`src/rtl/bootmap_pkg.sv`:
```
package bootmap_pkg;

    localparam int ADDR_W = 16;
    localparam int DATA_W = 8;

    // Address region a stream decodes to
    typedef enum logic [2:0] {
        RG_NONE,
        RG_ROM,
        RG_PRAM,
        RG_BUF,
        RG_MMR,
        RG_CTRL
    } region_e;

    // The two registered control bits
    typedef struct packed {
        logic attach;
        logic remap;
    } ctrl_t;

endpackage

```
`src/rtl/bootmap_code_dec.sv`:
```
module bootmap_code_dec
    import bootmap_pkg::*;
#(
    parameter int ADDR_W      = 16,
    parameter int ROM_BYTES   = 6144,
    parameter int PRAM_BYTES  = 8192,
    parameter int ROM_MIRROR  = 32768,
    parameter int ROM_AW      = $clog2(ROM_BYTES),
    parameter int PRAM_AW     = $clog2(PRAM_BYTES)
) (
    input  logic [ADDR_W-1:0]  code_addr,
    input  logic               code_rd,
    input  logic               remap,
    output region_e            region,
    output logic [ROM_AW-1:0]  rom_addr,
    output logic [PRAM_AW-1:0] pram_addr
);

    logic [ADDR_W-1:0] mir_off;
    logic              hit_mirror;
    logic              hit_low_rom;
    logic              hit_low_pram;

    assign mir_off      = code_addr - ADDR_W'(ROM_MIRROR);
    assign hit_mirror   = mir_off   < ADDR_W'(ROM_BYTES);
    assign hit_low_rom  = code_addr < ADDR_W'(ROM_BYTES);
    assign hit_low_pram = code_addr < ADDR_W'(PRAM_BYTES);
    assign pram_addr    = code_addr[PRAM_AW-1:0];

    always_comb begin
        region   = RG_NONE;
        rom_addr = '0;
        if (code_rd) begin
            if (hit_mirror) begin
                region   = RG_ROM;
                rom_addr = mir_off[ROM_AW-1:0];
            end else if (remap && hit_low_pram) begin
                region   = RG_PRAM;
            end else if (!remap && hit_low_rom) begin
                region   = RG_ROM;
                rom_addr = code_addr[ROM_AW-1:0];
            end
        end
    end

endmodule

```
`src/rtl/bootmap_data_dec.sv`:
```
module bootmap_data_dec
    import bootmap_pkg::*;
#(
    parameter int ADDR_W     = 16,
    parameter int PRAM_BYTES = 8192,
    parameter int BUF_BASE   = 64896,
    parameter int BUF_BYTES  = 512,
    parameter int MMR_BASE   = 65408,
    parameter int MMR_BYTES  = 128,
    parameter int CTRL_ADDR  = 65472,
    parameter int PRAM_AW    = $clog2(PRAM_BYTES),
    parameter int BUF_AW     = $clog2(BUF_BYTES),
    parameter int MMR_AW     = $clog2(MMR_BYTES)
) (
    input  logic [ADDR_W-1:0]  data_addr,
    input  logic               data_rd,
    input  logic               data_wr,
    input  logic               remap,
    output region_e            region,
    output logic [PRAM_AW-1:0] pram_addr,
    output logic [BUF_AW-1:0]  buf_addr,
    output logic [MMR_AW-1:0]  mmr_addr
);

    logic [ADDR_W-1:0] buf_off;
    logic [ADDR_W-1:0] mmr_off;
    logic              strobe;

    assign strobe    = data_rd | data_wr;
    assign buf_off   = data_addr - ADDR_W'(BUF_BASE);
    assign mmr_off   = data_addr - ADDR_W'(MMR_BASE);
    assign pram_addr = data_addr[PRAM_AW-1:0];
    assign buf_addr  = buf_off[BUF_AW-1:0];
    assign mmr_addr  = mmr_off[MMR_AW-1:0];

    always_comb begin
        region = RG_NONE;
        if (strobe) begin
            if (data_addr == ADDR_W'(CTRL_ADDR)) begin
                region = RG_CTRL;
            end else if (mmr_off < ADDR_W'(MMR_BYTES)) begin
                region = RG_MMR;
            end else if (buf_off < ADDR_W'(BUF_BYTES)) begin
                region = RG_BUF;
            end else if (!remap && data_addr < ADDR_W'(PRAM_BYTES)) begin
                region = RG_PRAM;
            end
        end
    end

endmodule

```
`src/rtl/bootmap_ctrl_reg.sv`:
```
module bootmap_ctrl_reg
    import bootmap_pkg::*;
(
    input  logic clk,
    input  logic rst_n,
    input  logic func_rst,
    input  logic wr_en,
    input  logic wr_remap,
    input  logic wr_attach,
    output logic remap,
    output logic attach
);

    ctrl_t ctrl_d;
    ctrl_t ctrl_q;

    always_comb begin
        ctrl_d = ctrl_q;
        if (func_rst) begin
            ctrl_d = '0;
        end else if (wr_en) begin
            // remap can only be set from software
            ctrl_d.remap  = ctrl_q.remap | wr_remap;
            ctrl_d.attach = wr_attach;
        end
    end

    always_ff @(posedge clk or negedge rst_n) begin
        if (!rst_n) begin
            ctrl_q <= '0;
        end else begin
            ctrl_q <= ctrl_d;
        end
    end

    assign remap  = ctrl_q.remap;
    assign attach = ctrl_q.attach;

endmodule

```
`src/rtl/bootmap_decoder.sv`:
```
module bootmap_decoder
    import bootmap_pkg::*;
#(
    parameter int ADDR_W     = 16,
    parameter int DATA_W     = 8,
    parameter int ROM_BYTES  = 6144,
    parameter int PRAM_BYTES = 8192,
    parameter int ROM_MIRROR = 32768,
    parameter int BUF_BASE   = 64896,
    parameter int BUF_BYTES  = 512,
    parameter int MMR_BASE   = 65408,
    parameter int MMR_BYTES  = 128,
    parameter int CTRL_ADDR  = 65472,
    parameter int REMAP_BIT  = 0,
    parameter int ATTACH_BIT = 1,
    parameter int ROM_AW     = $clog2(ROM_BYTES),
    parameter int PRAM_AW    = $clog2(PRAM_BYTES),
    parameter int BUF_AW     = $clog2(BUF_BYTES),
    parameter int MMR_AW     = $clog2(MMR_BYTES)
) (
    input  logic               clk,
    input  logic               rst_n,
    input  logic               func_rst,
    input  logic [ADDR_W-1:0]  code_addr,
    input  logic               code_rd,
    input  logic [ADDR_W-1:0]  data_addr,
    input  logic               data_rd,
    input  logic               data_wr,
    input  logic [DATA_W-1:0]  data_wdata,
    input  logic [DATA_W-1:0]  rom_q,
    input  logic [DATA_W-1:0]  pram_q,
    input  logic [DATA_W-1:0]  buf_q,
    input  logic [DATA_W-1:0]  mmr_q,
    output logic               rom_cs,
    output logic [ROM_AW-1:0]  rom_addr,
    output logic               pram_cs,
    output logic               pram_we,
    output logic [PRAM_AW-1:0] pram_addr,
    output logic               buf_cs,
    output logic               buf_we,
    output logic [BUF_AW-1:0]  buf_addr,
    output logic               mmr_cs,
    output logic               mmr_we,
    output logic [MMR_AW-1:0]  mmr_addr,
    output logic [DATA_W-1:0]  code_rdata,
    output logic [DATA_W-1:0]  data_rdata,
    output logic               remap_o,
    output logic               attach_o
);

    region_e            code_rg;
    region_e            data_rg;
    logic [PRAM_AW-1:0] code_pram_addr;
    logic [PRAM_AW-1:0] data_pram_addr;
    logic               remap;
    logic               attach;
    logic               ctrl_wr;
    logic [DATA_W-1:0]  ctrl_rd;

    bootmap_code_dec #(
        .ADDR_W     (ADDR_W),
        .ROM_BYTES  (ROM_BYTES),
        .PRAM_BYTES (PRAM_BYTES),
        .ROM_MIRROR (ROM_MIRROR),
        .ROM_AW     (ROM_AW),
        .PRAM_AW    (PRAM_AW)
    ) u_code_dec (
        .code_addr (code_addr),
        .code_rd   (code_rd),
        .remap     (remap),
        .region    (code_rg),
        .rom_addr  (rom_addr),
        .pram_addr (code_pram_addr)
    );

    bootmap_data_dec #(
        .ADDR_W     (ADDR_W),
        .PRAM_BYTES (PRAM_BYTES),
        .BUF_BASE   (BUF_BASE),
        .BUF_BYTES  (BUF_BYTES),
        .MMR_BASE   (MMR_BASE),
        .MMR_BYTES  (MMR_BYTES),
        .CTRL_ADDR  (CTRL_ADDR),
        .PRAM_AW    (PRAM_AW),
        .BUF_AW     (BUF_AW),
        .MMR_AW     (MMR_AW)
    ) u_data_dec (
        .data_addr (data_addr),
        .data_rd   (data_rd),
        .data_wr   (data_wr),
        .remap     (remap),
        .region    (data_rg),
        .pram_addr (data_pram_addr),
        .buf_addr  (buf_addr),
        .mmr_addr  (mmr_addr)
    );

    assign ctrl_wr = data_wr && (data_rg == RG_CTRL);

    bootmap_ctrl_reg u_ctrl (
        .clk       (clk),
        .rst_n     (rst_n),
        .func_rst  (func_rst),
        .wr_en     (ctrl_wr),
        .wr_remap  (data_wdata[REMAP_BIT]),
        .wr_attach (data_wdata[ATTACH_BIT]),
        .remap     (remap),
        .attach    (attach)
    );

    // Chip selects and write enables
    assign rom_cs    = (code_rg == RG_ROM);
    assign pram_cs   = (code_rg == RG_PRAM) || (data_rg == RG_PRAM);
    assign pram_we   = (data_rg == RG_PRAM) && data_wr;
    assign pram_addr = remap ? code_pram_addr : data_pram_addr;
    assign buf_cs    = (data_rg == RG_BUF);
    assign buf_we    = buf_cs && data_wr;
    assign mmr_cs    = (data_rg == RG_MMR);
    assign mmr_we    = mmr_cs && data_wr;
    assign remap_o   = remap;
    assign attach_o  = attach;

    always_comb begin
        ctrl_rd             = '0;
        ctrl_rd[REMAP_BIT]  = remap;
        ctrl_rd[ATTACH_BIT] = attach;
    end

    // Read-data steering, unmapped reads as all ones
    always_comb begin
        unique case (code_rg)
            RG_ROM:  code_rdata = rom_q;
            RG_PRAM: code_rdata = pram_q;
            default: code_rdata = '1;
        endcase
    end

    always_comb begin
        unique case (data_rg)
            RG_PRAM: data_rdata = pram_q;
            RG_BUF:  data_rdata = buf_q;
            RG_MMR:  data_rdata = mmr_q;
            RG_CTRL: data_rdata = ctrl_rd;
            default: data_rdata = '1;
        endcase
    end

endmodule

```
`config.mk`:
```
export PLATFORM = sky130hd
export DESIGN_NAME = bootmap_decoder
export DESIGN_NICKNAME = d
export VERILOG_FILES = /design/src/rtl/bootmap_pkg.sv /design/src/rtl/bootmap_code_dec.sv /design/src/rtl/bootmap_data_dec.sv /design/src/rtl/bootmap_ctrl_reg.sv /design/src/rtl/bootmap_decoder.sv
export SDC_FILE = /design/constraint.sdc
export NUM_CORES = 1
export LEC_CHECK = 0
export ABC_AREA = 1
export BUFFER_PORTS_ARGS = -buffer_cell sky130_fd_sc_hd__buf_2
export CAP_MARGIN = 20
export CORE_UTILIZATION = 35
export DETAILED_ROUTE_END_ITERATION = 10
export PLACE_DENSITY = 0.79
export SLEW_MARGIN = 20
export SYNTH_ARGS = -nofsm -noshare
export SYNTH_HDL_FRONTEND = slang
export SYNTH_HIERARCHICAL = 1
export SYNTH_SLANG_ARGS = --single-unit
```
`constraint.sdc`:
```
create_clock -name clk -period 9.55 [get_ports clk]
set_input_delay 2.3875 -clock clk [delete_from_list [all_inputs] [get_ports clk]]
set_output_delay 2.3875 -clock clk [all_outputs]
set_load 0.05 [all_outputs]
```
# After elaboration in Yosys (flattened, before gate mapping)
# Index checks and enable logic that the tools add are counted.
dict set report totals {
  ff_bits 2
  out_inout_bits 67
  word_cells 48
}
dict set report op_classes {
  n_mux 18
  eq_ne 7
  n_reduce_logical 10
  bitwise 2
  order_cmp 6
  addsub 3
}
# cell count
set op_table {}
lappend op_table {{$mux 13} 5}
lappend op_table {{$sub 16x16->16 const B} 3}
lappend op_table {{$lt 16x13->1 const B} 2}
lappend op_table {{$lt 16x14->1 const B} 2}
lappend op_table {{$pmux 8 s4} 1}
lappend op_table {{$mux 3} 7}
lappend op_table {{$eq 16x16->1 const B} 1}
lappend op_table {{$lt 16x10->1 const B} 1}
lappend op_table {{$lt 16x8->1 const B} 1}
lappend op_table {{$pmux 8 s2} 1}
lappend op_table {{$eq 3x2->1 const B} 3}
lappend op_table {{$logic_and 1x1->1} 7}
lappend op_table {{$eq 3x3->1 const B} 2}
lappend op_table {{$mux 2} 3}
lappend op_table {{$eq 3x1->1 const B} 1}
lappend op_table {{$or 1x1->1} 2}
lappend op_table {{$reduce_bool 2->1} 1}
lappend op_table {{$logic_not 1->1} 1}
lappend op_table {{$logic_or 1x1->1} 1}
lappend op_table {{$mux 1} 1}

# Longest topological paths before layout
# Gate-level depths: netlist of the first run.
dict set report logic_depth {
  depth_word 11
  ltp_mapped 17
  ltp_nobuf 17
}

# By module
# The synthesis of the first run kept the hierarchy.
# module cells_per_inst instances area_per_inst_um2 seq_area_each_um2
set modules_own_cells {}
lappend modules_own_cells {bootmap_decoder 153 1 619.3 0.0}
lappend modules_own_cells {bootmap_data_dec 104 1 538.0 0.0}
lappend modules_own_cells {bootmap_code_dec 51 1 325.3 0.0}
lappend modules_own_cells {bootmap_ctrl_reg 10 1 86.3 50.0}

# Worst setup path before layout of the first run
# OpenSTA, ideal clock, no wires.
dict set report synth_path {
  kind {input to output}
  startpoint {input data_addr[7]}
  endpoint {output data_rdata[3]}
  arrival_ns 4.756
  cell_stages 12
  path_buffers 0
  setup_slack_ns 2.406
  path_cell_list {ha_1 > nor2_1 > nand2_1 > nor2_1 > nand3_1 > a21oi_1 > nand2_1 > nor2_2 > nand2_1 > nand2_1 > inv_1 > nand2_1}
}
dict set report synth_via {
  elab_cells_between_ends 17
  classes_between {add/sub (2); order compare (3); eq/ne (5); mux (6); reduce/logical (1)}
}
# item line
set synth_rtl {}
lappend synth_rtl {{from (decl)} bootmap_decoder.sv:26} ;# input logic [ADDR_W-1:0] data_addr,
lappend synth_rtl {{$sub 16x16->16} bootmap_data_dec.sv:31} ;# assign mmr_off = data_addr - ADDR_W'(MMR_BASE);
lappend synth_rtl {{$lt 16x8->1} bootmap_data_dec.sv:41} ;# end else if (mmr_off < ADDR_W'(MMR_BYTES)) begin
lappend synth_rtl {{$mux 3} bootmap_data_dec.sv:41}
lappend synth_rtl {{$mux 3 *} bootmap_data_dec.sv:39} ;# if (data_addr == ADDR_W'(CTRL_ADDR)) begin
lappend synth_rtl {{$mux 3 *} bootmap_data_dec.sv:38} ;# if (strobe) begin
lappend synth_rtl {{via data_rg[2]} bootmap_decoder.sv:52} ;# region_e data_rg;
lappend synth_rtl {{$eq 3x3->1 *} n/a}
lappend synth_rtl {{via mmr_cs} bootmap_decoder.sv:42} ;# output logic mmr_cs,
lappend synth_rtl {{$pmux 8 s4 *} bootmap_decoder.sv:139} ;# unique case (data_rg)
lappend synth_rtl {{to (decl)} bootmap_decoder.sv:46} ;# output logic [DATA_W-1:0] data_rdata,
# The timed path passes the listed nets; every way through them passes the cells marked *.

# Final worst setup path of the first run
dict set report layout_path {
  startpoint {input data_addr[7]}
  endpoint {output data_rdata[1]}
}
dict set report layout_via {
  elab_chain_cells 9
  elab_cells_between_ends 17
  classes_between {add/sub (2); order compare (3); eq/ne (5); mux (6); reduce/logical (1)}
}
# item line
set layout_lines {}
lappend layout_lines {{parallel branches: the longest is 5 deep, another holds $sub 16x16->16} n/a}
lappend layout_lines {{$mux 3 *} bootmap_data_dec.sv:39}
lappend layout_lines {{$mux 3 *} bootmap_data_dec.sv:38}
lappend layout_lines {{via data_rg[1]} bootmap_decoder.sv:52}
lappend layout_lines {{$eq 3x3->1 or $eq 3x2->1 (tied branches)} bootmap_decoder.sv:139}
lappend layout_lines {{$pmux 8 s4 *} bootmap_decoder.sv:139}
# Mark *: on every way through the listed nets, which the timed path passes.

==> summary.txt, run 1 <==
Run status
  • Status: completed

Placed design
  • DP Area: 0.001984 mm²
  • Global placement routability congestion: 0.8806
  • DP Wirelength: 4154 µm
  • Pre-CTS setup slack: 2.574 ns
  • Port Buf Inserts: 138

Timing
  • Setup WS post-layout: 2.542 ns
  • # setup viols final: 0
  • RSZ-0062 raised after global routing: no
  • Hold Fails Final Rpt: 0
  • Slew Viols, Final: 0
  • Final worst path period share: 73.39%
  • Worst slew pin tran: 0.5865 ns
  • Fmax: 142.7 MHz
  • Final min period: 7.008 ns
  • Final Skew: 0.0008356 ns
  • Slew headroom: 60.80%
  • TNS Setup: 0 ns

Floorplan
  • IO Pins: 145
  • CORE AREA: 0.004144 mm²
  • Die height: 68.96 µm
  • Rows: 23
  • Starting Density: 37.86%
  • Die Wd: 68.96 µm
  • Die Area: 0.004755 mm²

Routing
  • Drt first pass iters: 4
  • 1st-iter DRT viols: 99
  • Average wire per standard cell: 10.48 µm
  • Drt drc: 0
  • Drt total wl: 4861 µm
  • Routed vias: 2093
  • Antenna-violating nets left: 0
  • Vias per std cell: 4.511

Worst setup path
  • Crit path top cell by count: nand2_1
  • Crit end category: output port
  • Worst path buffer plus inverter count: 4
  • Critical Path AT: 4.62 ns
  • Worst-path cell with the longest stage delay: nor2_1
  • WS Path Type: in -> out
  • Family with the most delay on the worst path: simple AND/OR/NAND/NOR gates
  • CP max stage delay: 0.28 ns
  • Crit path launch type: input pin
  • Worst EP required: 7.16 ns
  • CP Cell Sequence: buf_2 -> ha_1 -> nor2_1 -> nor2_1 -> nand2_1 -> nand2_1 -> nand2_1 -> nand2_1 -> nor2_2 -> nor2_1 -> nor2_1 -> inv_1 -> nand2_1 -> nand2_1 -> nand2_1 -> inv_1 -> nand3_1 -> buf_2
  • Worst-path maximum fanout: 8

Global route
  • GRT Overall Usage: 19.63%
  • Vias in the first global route: 1626
  • Global-route wire length before repair: 7217 µm
  • Global route total overflow: 0
  • Largest net degree at the start of global routing: 19
  • Initial antenna violation count: 0

Yosys
  • Most frequent cells after synthesis: nand2_1, inv_1, buf_4
  • Largest cells by area after synthesis: nand2_1, buf_4, inv_1
  • Xor/xnor share of the synthesized area: 0%
  • Cell Area, Synth: 0.001569 mm²
  • Post-synth EDFFs: 0
  • Post-Synth Adder-Cell Area: 0.7974%
  • Library cells used by synthesis: 25
  • Gate Count Post-Synth: 318
  • Post-Synth Simple-Gate Area: 57.26%
  • Mean Syn Cell Area: 4.934 µm²
  • Ys flop type: dfrtp_1
  • Count leader, synth: nand2_1
  • Register area share after synthesis: 3.190%
  • Largest family of logic cells by synthesized area: simple AND/OR/NAND/NOR gates
  • Cell taking the most area after synthesis: nand2_1
  • Synth warn: 6
  • Post-synthesis mux area share: 0%
  • FF+latch count, synth: 2
  • Yosys top cell area share: 28.23%
  • Post-synth net total: 397
  • Compound-Gate Fraction of Synth Area: 4.067%
  • Ys async rst share: 100.0%

Final layout
  • Final instance area: 0.002026 mm²
  • Layout cells sized above 1: 38.41%
  • Fin util: 48.88%
  • Antenna cells: 0
  • Area Overhead vs Synth: 29.11%
  • Fin nets: 495

CTS
  • CTS Buf Count: 3
  • Setup Buffers After CTS: 0
  • Worst-path clk slew: 0.03 ns
  • CTS max path bufs: 2
  • CTS-repair resized insts: 0
  • H-Tree Depth: 1
  • Clock latency on the worst-skew pair: 0.21 ns
  • Cts-stage hold buffer count: 0
  • Clock tree from TritonCTS: yes
  • CTS root buf: clkbuf_8
  • Clk sinks: 2

Power and ir drop
  • Worst vdd ir: 0.00006299 V
  • Leakage power: 1.265 nW
  • Power per Cell Area: 68.61 mW/mm²

Worst hold path
  • Worst hold-check path type: reg -> reg

Job
  • Maxcap violations: 0
==> layout by cell type (no fill, tap or decap), drive strengths merged <==
master,synthesis,layout
a21oi,3,3
buf,43,138
clkbuf,2,3
clkinv,1,1
conb,1,1
dfrtp,2,2
ha,1,1
inv,53,53
nand2,120,120
nand3,24,24
nand3b,2,2
nand4,1,1
nor2,41,41
nor3,15,15
nor4,1,1
o211ai,4,4
o21ai,3,3
or2,1,1
==> cell type report <==
class / count / area (µm²)
Clock buffer: 3 / 41.29
Fill cell: 485 / 2118
Inverter: 54 / 202.7
Multi-Input combinational cell: 217 / 978.4
Sequential cell: 2 / 50.05
Tap cell: 50 / 62.56
Timing Repair Buffer: 138 / 690.7
==> kinds of logic (layout without fill, tap and decap cells) <==
group | Yosys count | count (layout)
AND/OR/NAND/NOR | 205 | 205
buffers and inverters | 99 | 195
AO/OA/AOI/OAI | 10 | 10
flip-flops | 2 | 2
adder cells (fa/ha/maj) | 1 | 1
other | 1 | 1
==> state kept, by name, indices dropped and copies added (netlist names) <==
signal         flops
u_ctrl/attach      1
u_ctrl/remap       1
==> routing by layer <==
layer,vias up,routed length [µm],global-route usage [%]
met3,4,261,1.645
met4,0,31,5.357
met2,65,2414,32.16
met5,-,0,0
met1,911,2154,27.15
li1,1113,-,-
==> through the flow <==
| step | total power, mW | hold WS, ns | std cells |
|---|---|---|---|
| after floorplan | 0.08519 | 0.7607 | 318 |
| after global placement | 0.1042 | 0.4865 | 461 |
| after detailed placement | 0.1051 | 0.4897 | 461 |
| after CTS | 0.1400 | 0.4975 | 464 |
| after global routing | 0.1495 | 0.5539 | 464 |
| final | 0.1390 | 0.5019 | 464 |
==> worst reg2reg max path: stages (launching register included) <==
cell	delay [ns]
dfrtp_1	0.57
nor4_1	0.26
nor2_1	0.08
nor2_1	0.28
inv_1	0.10
nand3_1	0.13
nor2_1	0.09
nor2_1	0.10
nand2_1	0.05
nand2_1	0.05
==> final timing paths <==
kind / from / end / slack, ns / depth (start not counted)
setup / recovery: data_addr[7] / data_rdata[1] / 2.54 / 18
hold reg to reg: u_ctrl/attach / u_ctrl/attach / 0.50 / 2
min in group asynchronous: rst_n / u_ctrl/attach / 1.95 / 1
setup reg to reg: u_ctrl/remap / u_ctrl/attach / 7.77 / 9
hold / removal: u_ctrl/attach / u_ctrl/attach / 0.50 / 2
max in group asynchronous: rst_n / u_ctrl/remap / 7.50 / 1
==> power by group <==
part	switching, mW	total, mW	internal (mW)
clock	0.00708	0.0338	0.0267
sequential	0.00000165	0.00855	0.00855
combinational	0.0701	0.0967	0.0266
total	0.0772	0.139	0.0618
Note: power is estimated with default switching activity, not from simulation.
==> inputs of run 2 (changes only) <==
Settings changed: CORE_UTILIZATION 35 to 34, PLACE_DENSITY 0.79 to 0.8.
Clock period 9.55 ns to 6.05 ns, I/O delays scaled along.
==> run 2 against run 1 <==
Net effect: utilization decreased by 2.6 points; routed wire length increased by 2.5%; worst setup slack got worse by 1.7 ns; via count increased by 0.57%; critical path depth unchanged; global-route usage about the same; sequential share of layout area about the same; worst hold slack improved by 0.0035 ns; clock-buffer cell count unchanged; design area increased by 0.12%; first-iteration DRC count increased by 32%; largest cell class unchanged.
==> summary.txt, run 2 (same netlist as run 1, synthesis figures left out) <==
Run status
  • Status: completed

CTS
  • Setup Buffers After CTS: 0
  • CTS max path bufs: 2
  • Worst-path clk slew: 0.03 ns
  • Cts-stage hold buffer count: 0
  • CTS-repair resized insts: 0
  • H-Tree Depth: 1
  • CTS Buf Count: 3
  • Clock latency on the worst-skew pair: 0.21 ns
  • CTS root buf: clkbuf_8
  • Clock tree from TritonCTS: yes
  • Clk sinks: 2

Floorplan
  • Rows: 24
  • CORE AREA: 0.004384 mm²
  • Die height: 69.93 µm
  • Die Wd: 69.93 µm
  • Starting Density: 35.79%
  • IO Pins: 145
  • Die Area: 0.004890 mm²

Power and ir drop
  • Sw frac: 55.45%
  • Logic pwr share: 70.1%
  • Share of power burned in registers: 6.2%
  • Final Total Pwr: 0.2187 mW
  • Power per Cell Area: 107.8 mW/mm²
  • Leakage power: 1.265 nW
  • Clock power share: 23.7%
  • Worst vdd ir: 0.00009948 V
  • Pint: 0.09744 mW
  • Switching pwr: 0.1213 mW

Global route
  • Largest net degree at the start of global routing: 19
  • Vias in the first global route: 1810
  • Global-route wire length before repair: 8128 µm
  • Global route total overflow: 0
  • GRT Overall Usage: 19.58%
  • Initial antenna violation count: 0

Final layout
  • Area Overhead vs Synth: 29.27%
  • Fin nets: 495
  • Final non-filler cell total: 466
  • Multi-input gate area: 978.4 µm²
  • Number of fill cells: 500
  • Antenna cells: 0
  • Layout cells sized above 1: 38.41%
  • Fin util: 46.26%
  • Most common cell after layout, fill and taps aside: buf_2
  • Final instance area: 0.002028 mm²
  • Commonest cells after routing, fill and taps aside: buf_2, nand2_1, inv_1
  • FF/Latch Area: 50.05 µm²

Routing
  • Average wire per standard cell: 10.69 µm
  • 1st-iter DRT viols: 131
  • Vias per std cell: 4.517
  • Drt drc: 0
  • Routed vias: 2105
  • Drt total wl: 4982 µm
  • Antenna-violating nets left: 0
  • Drt first pass iters: 4

Timing
  • RSZ-0062 raised after global routing: no
  • # setup viols final: 0
  • TNS Setup: 0 ns
  • Worst slew pin tran: 0.6025 ns
  • Slew headroom: 59.73%
  • Final Skew: 0.0001374 ns
  • Final min period: 5.247 ns
  • Fmax: 190.6 MHz
  • Slew Viols, Final: 0
  • Hold Fails Final Rpt: 0
  • Final worst path period share: 86.73%

Worst setup path
  • Critical Path AT: 3.73 ns
  • Crit path launch type: input pin
  • Worst-path maximum fanout: 8
  • WS Path Type: in -> out
  • Crit end category: output port
  • Worst EP required: 4.54 ns

Worst hold path
  • Worst hold-check path type: reg -> reg

Placed design
  • Global placement routability congestion: 0.9139
  • DP Wirelength: 4130 µm
  • DP Area: 0.001987 mm²
  • Port Buf Inserts: 138
  • Inst Count DP: 463

Job
  • Maxcap violations: 0
## run 2: cell counts in the layout (fill, tap and decap cells not counted)
No cell type changed its count.
## run 2: metrics by stage
step | hold slack, ns | setup slack, ns
3_3_place_gp | 0.4965 | 0.8686
3_5_place_dp | 0.5046 | 0.8103
6_report | 0.5054 | 0.8030
2_1_floorplan | 0.7607 | 0.6563
5_1_grt | 0.5592 | 0.4749
4_1_cts | 0.5114 | 0.8079
## run 2: routing by layer
layer / GRT usage [%] / vias up / part of all wire [%]
met2: 34.29 / 54 / 50
li1: - / 1110 / -
met5: 0 / - / 0
met3: 1.732 / 2 / 3.5
met1: 26.58 / 939 / 46
met4: 2.667 / 0 / 0.42
## run 2: area by class of cell
cell class | count | area share (%)
multi-input cells | 217 | 48.24
flip-flops and latches | 2 | 2.468
well taps | 52 | 3.208
repair buffers | 138 | 34.05
clock buffers | 3 | 2.036
inverters | 54 | 9.994
## run 2: path summary, 6_finish.rpt
| path | startpoint | end | slack (ns) | depth (start not counted) |
|---|---|---|---|---|
| max in group asynchronous | rst_n | u_ctrl/attach | 4.86 | 1 |
| min in group asynchronous | rst_n | u_ctrl/remap | 1.09 | 1 |
| hold reg to reg | u_ctrl/attach | u_ctrl/attach | 0.51 | 2 |
| setup / recovery | data_addr[7] | data_rdata[0] | 0.80 | 18 |
| hold / removal | u_ctrl/attach | u_ctrl/attach | 0.51 | 2 |
| setup reg to reg | u_ctrl/remap | u_ctrl/attach | 4.21 | 9 |
## run 2: power groups by stage
stage	clock network (mW)	logic, mW	registers (mW)
global placement	0	0.151	0.0136
finish	0.0519	0.153	0.0135
CTS	0.0533	0.153	0.0135
detailed placement	0	0.153	0.0136
global route	0.0549	0.164	0.0135
floorplan	0	0.121	0.0136
## run 2: critical path, stage by stage
cell     delay (ns)
buf_2          0.12
ha_1           0.25
nor2_1         0.19
nor2_1         0.08
nand2_1        0.06
nand2_1        0.04
nand2_1        0.05
nand2_1        0.06
nor2_2         0.10
nor2_1         0.05
nor2_1         0.30
inv_1          0.11
nand2_1        0.13
nand2_1        0.20
nand2_1        0.12
inv_1          0.05
nand3_1        0.07
buf_2          0.26
==> inputs of run 3 (changes only) <==
Settings changed: CORE_UTILIZATION 34 to 35, PLACE_DENSITY 0.8 to 0.81, REMOVE_ABC_BUFFERS from default to 1, SYNTH_HIERARCHICAL 1 to default.
==> run 3 against run 2 <==
Net effect: critical path depth down 9; critical path type unchanged; final cell count up 3.9%; clock-buffer cell count unchanged; routed wire length up 8.1%; largest power group unchanged; clock skew about the same; sequential power about the same.
==> summary.txt, run 3 <==
Run status
  • Status: completed

Worst setup path
  • Crit path launch type: input pin
  • Critical path capture point: code_rdata[0]
  • Reg2reg end: u_ctrl.remap
  • WS Path Type: in -> out
  • R2R cell count: 2
  • Reg2Reg Setup Slack: 4.70 ns
  • Crit end category: output port
  • R2R Path Start: u_ctrl.remap
  • Worst Setup SP: code_addr[15]
  • Worst EP required: 4.54 ns
  • Critical Path AT: 3.61 ns
  • Worst-path maximum fanout: 15

CTS
  • Clock latency on the worst-skew pair: 0.21 ns
  • Clock tree from TritonCTS: yes
  • Setup Buffers After CTS: 0
  • CTS max path bufs: 2
  • H-Tree Depth: 1
  • Clk sinks: 2
  • CTS Buf Count: 3
  • CTS-repair resized insts: 0
  • CTS root buf: clkbuf_8
  • Cts-stage hold buffer count: 0
  • Worst-path clk slew: 0.03 ns

Floorplan
  • Die height: 69.59 µm
  • IO Pins: 145
  • Die Area: 0.004843 mm²
  • Rows: 24
  • CORE AREA: 0.004384 mm²
  • Die Wd: 69.59 µm
  • Starting Density: 36.47%

Yosys
  • Register area share after synthesis: 3.130%
  • Yosys top cell area share: 19.25%
  • Library cells used by synthesis: 32
  • Post-Synth Simple-Gate Area: 58.84%
  • Largest family of logic cells by synthesized area: simple AND/OR/NAND/NOR gates
  • Post-synthesis mux area share: 0%
  • Ys async rst share: 100.0%
  • Xor/xnor share of the synthesized area: 0%
  • Synth warn: 0
  • Cell Area, Synth: 0.001599 mm²
  • Compound-Gate Fraction of Synth Area: 13.30%
  • Most frequent cells after synthesis: nand2_1, nor2_1, inv_1
  • Gate Count Post-Synth: 312
  • Ys flop type: dfrtp_1
  • Mean Syn Cell Area: 5.125 µm²
  • Post-Synth Adder-Cell Area: 2.347%
  • Post-synth EDFFs: 0
  • Cell taking the most area after synthesis: nand2_1
  • Count leader, synth: nand2_1
  • FF+latch count, synth: 2
  • Largest cells by area after synthesis: nand2_1, nor2_1, inv_1

Timing
  • Fmax: 195.1 MHz
  • Slew Viols, Final: 0
  • Final Skew: 0 ns
  • RSZ-0062 raised after global routing: no
  • Hold Fails Final Rpt: 0
  • # setup viols final: 0
  • Setup WS post-layout: 0.9236 ns
  • Final min period: 5.126 ns
  • TNS Setup: 0 ns
  • Slew headroom: 31.91%
  • Final worst path period share: 84.73%
  • Worst slew pin tran: 1.015 ns

Worst hold path
  • Worst hold-check path type: reg -> reg
  • Worst hold path depth: 4

Placed design
  • Inst Count DP: 481
  • Pre-CTS setup slack: 0.8898 ns
  • Global placement routability congestion: 0.8433
  • Port Buf Inserts: 138
  • DP Wirelength: 4612 µm
  • DP Area: 0.002223 mm²

Routing
  • Vias per std cell: 4.897
  • Routed vias: 2370
  • Drt first pass iters: 5
  • Antenna-violating nets left: 0
  • 1st-iter DRT viols: 117
  • Average wire per standard cell: 11.12 µm
  • Drt drc: 0
  • Drt total wl: 5384 µm

Global route
  • Global-route wire length before repair: 9135 µm
  • Vias in the first global route: 2085
  • Largest net degree at the start of global routing: 23
  • Initial antenna violation count: 0
  • GRT Overall Usage: 22.41%
  • Global route total overflow: 0

Power and ir drop
  • Power per Cell Area: 104.2 mW/mm²
  • Leakage power: 1.379 nW
  • Worst vdd ir: 0.00006956 V

Final layout
  • Most common cell after layout, fill and taps aside: buf_2
  • Commonest cells after routing, fill and taps aside: buf_2, nand2_1, nor2_1
  • Number of fill cells: 446
  • Fin nets: 515
  • FF/Latch Area: 50.05 µm²
  • Antenna cells: 0
  • Area Overhead vs Synth: 41.63%
  • Final instance area: 0.002265 mm²
  • Layout cells sized above 1: 40.51%
  • Final non-filler cell total: 484
  • Fin util: 51.66%
  • Multi-input gate area: 0.001191 mm²

Job
  • Maxcap violations: 0
[run 3: stage by stage]
step,power [mW],hold WS (ns)
6_report,0.2361,0.6181
5_1_grt,0.2523,0.6645
4_1_cts,0.2376,0.6164
3_5_place_dp,0.1834,0.6103
3_3_place_gp,0.1816,0.6071
2_1_floorplan,0.1092,0.8196
[run 3: cell type report]
type	count	share of cell area, %
clock buffer	3	1.823
inverter	60	10.00
timing repair buffer	138	30.50
tap	52	2.873
multi-input combinational	229	52.60
sequential	2	2.210
[run 3: worst max-delay path, stage by stage]
cell,delay [ns]
buf_2,0.09
nor2_1,0.04
inv_1,0.05
a2111oi_0,0.05
o21ai_1,0.83
inv_1,0.10
ha_1,0.43
a221o_1,0.30
buf_2,0.21
[run 3: worst min-delay path by stage]
stage,slack (ns),start,end
after floorplan,0.82,u_ctrl.attach,u_ctrl.attach
after global placement,0.61,u_ctrl.attach,u_ctrl.attach
after detailed placement,0.61,u_ctrl.attach,u_ctrl.attach
after CTS,0.62,u_ctrl.attach,u_ctrl.attach
after global routing,0.66,u_ctrl.attach,u_ctrl.attach
final,0.62,u_ctrl.attach,u_ctrl.attach
[run 3: metal layers]
metal / global-route usage [%] / wire [µm]
met1: 28.43 / 2359
met2: 39.05 / 2651
met3: 3.924 / 329
met4: 5.442 / 44
met5: 0 / 0
[run 3: cells by family (layout without fill, tap and decap cells)]
| group | count (synthesis) | in the layout |
|---|---|---|
| AO/OA/AOI/OAI | 30 | 30 |
| adder cells (fa/ha/maj) | 3 | 3 |
| buffers and inverters | 81 | 201 |
| flip-flops | 2 | 2 |
| AND/OR/NAND/NOR | 196 | 196 |
[run 3: power breakdown]
| group | switching, mW | internal [mW] |
|---|---|---|
| combinational | 0.124 | 0.0463 |
| clock | 0.0102 | 0.0420 |
| sequential | 0.000000606 | 0.0135 |
| total | 0.134 | 0.102 |
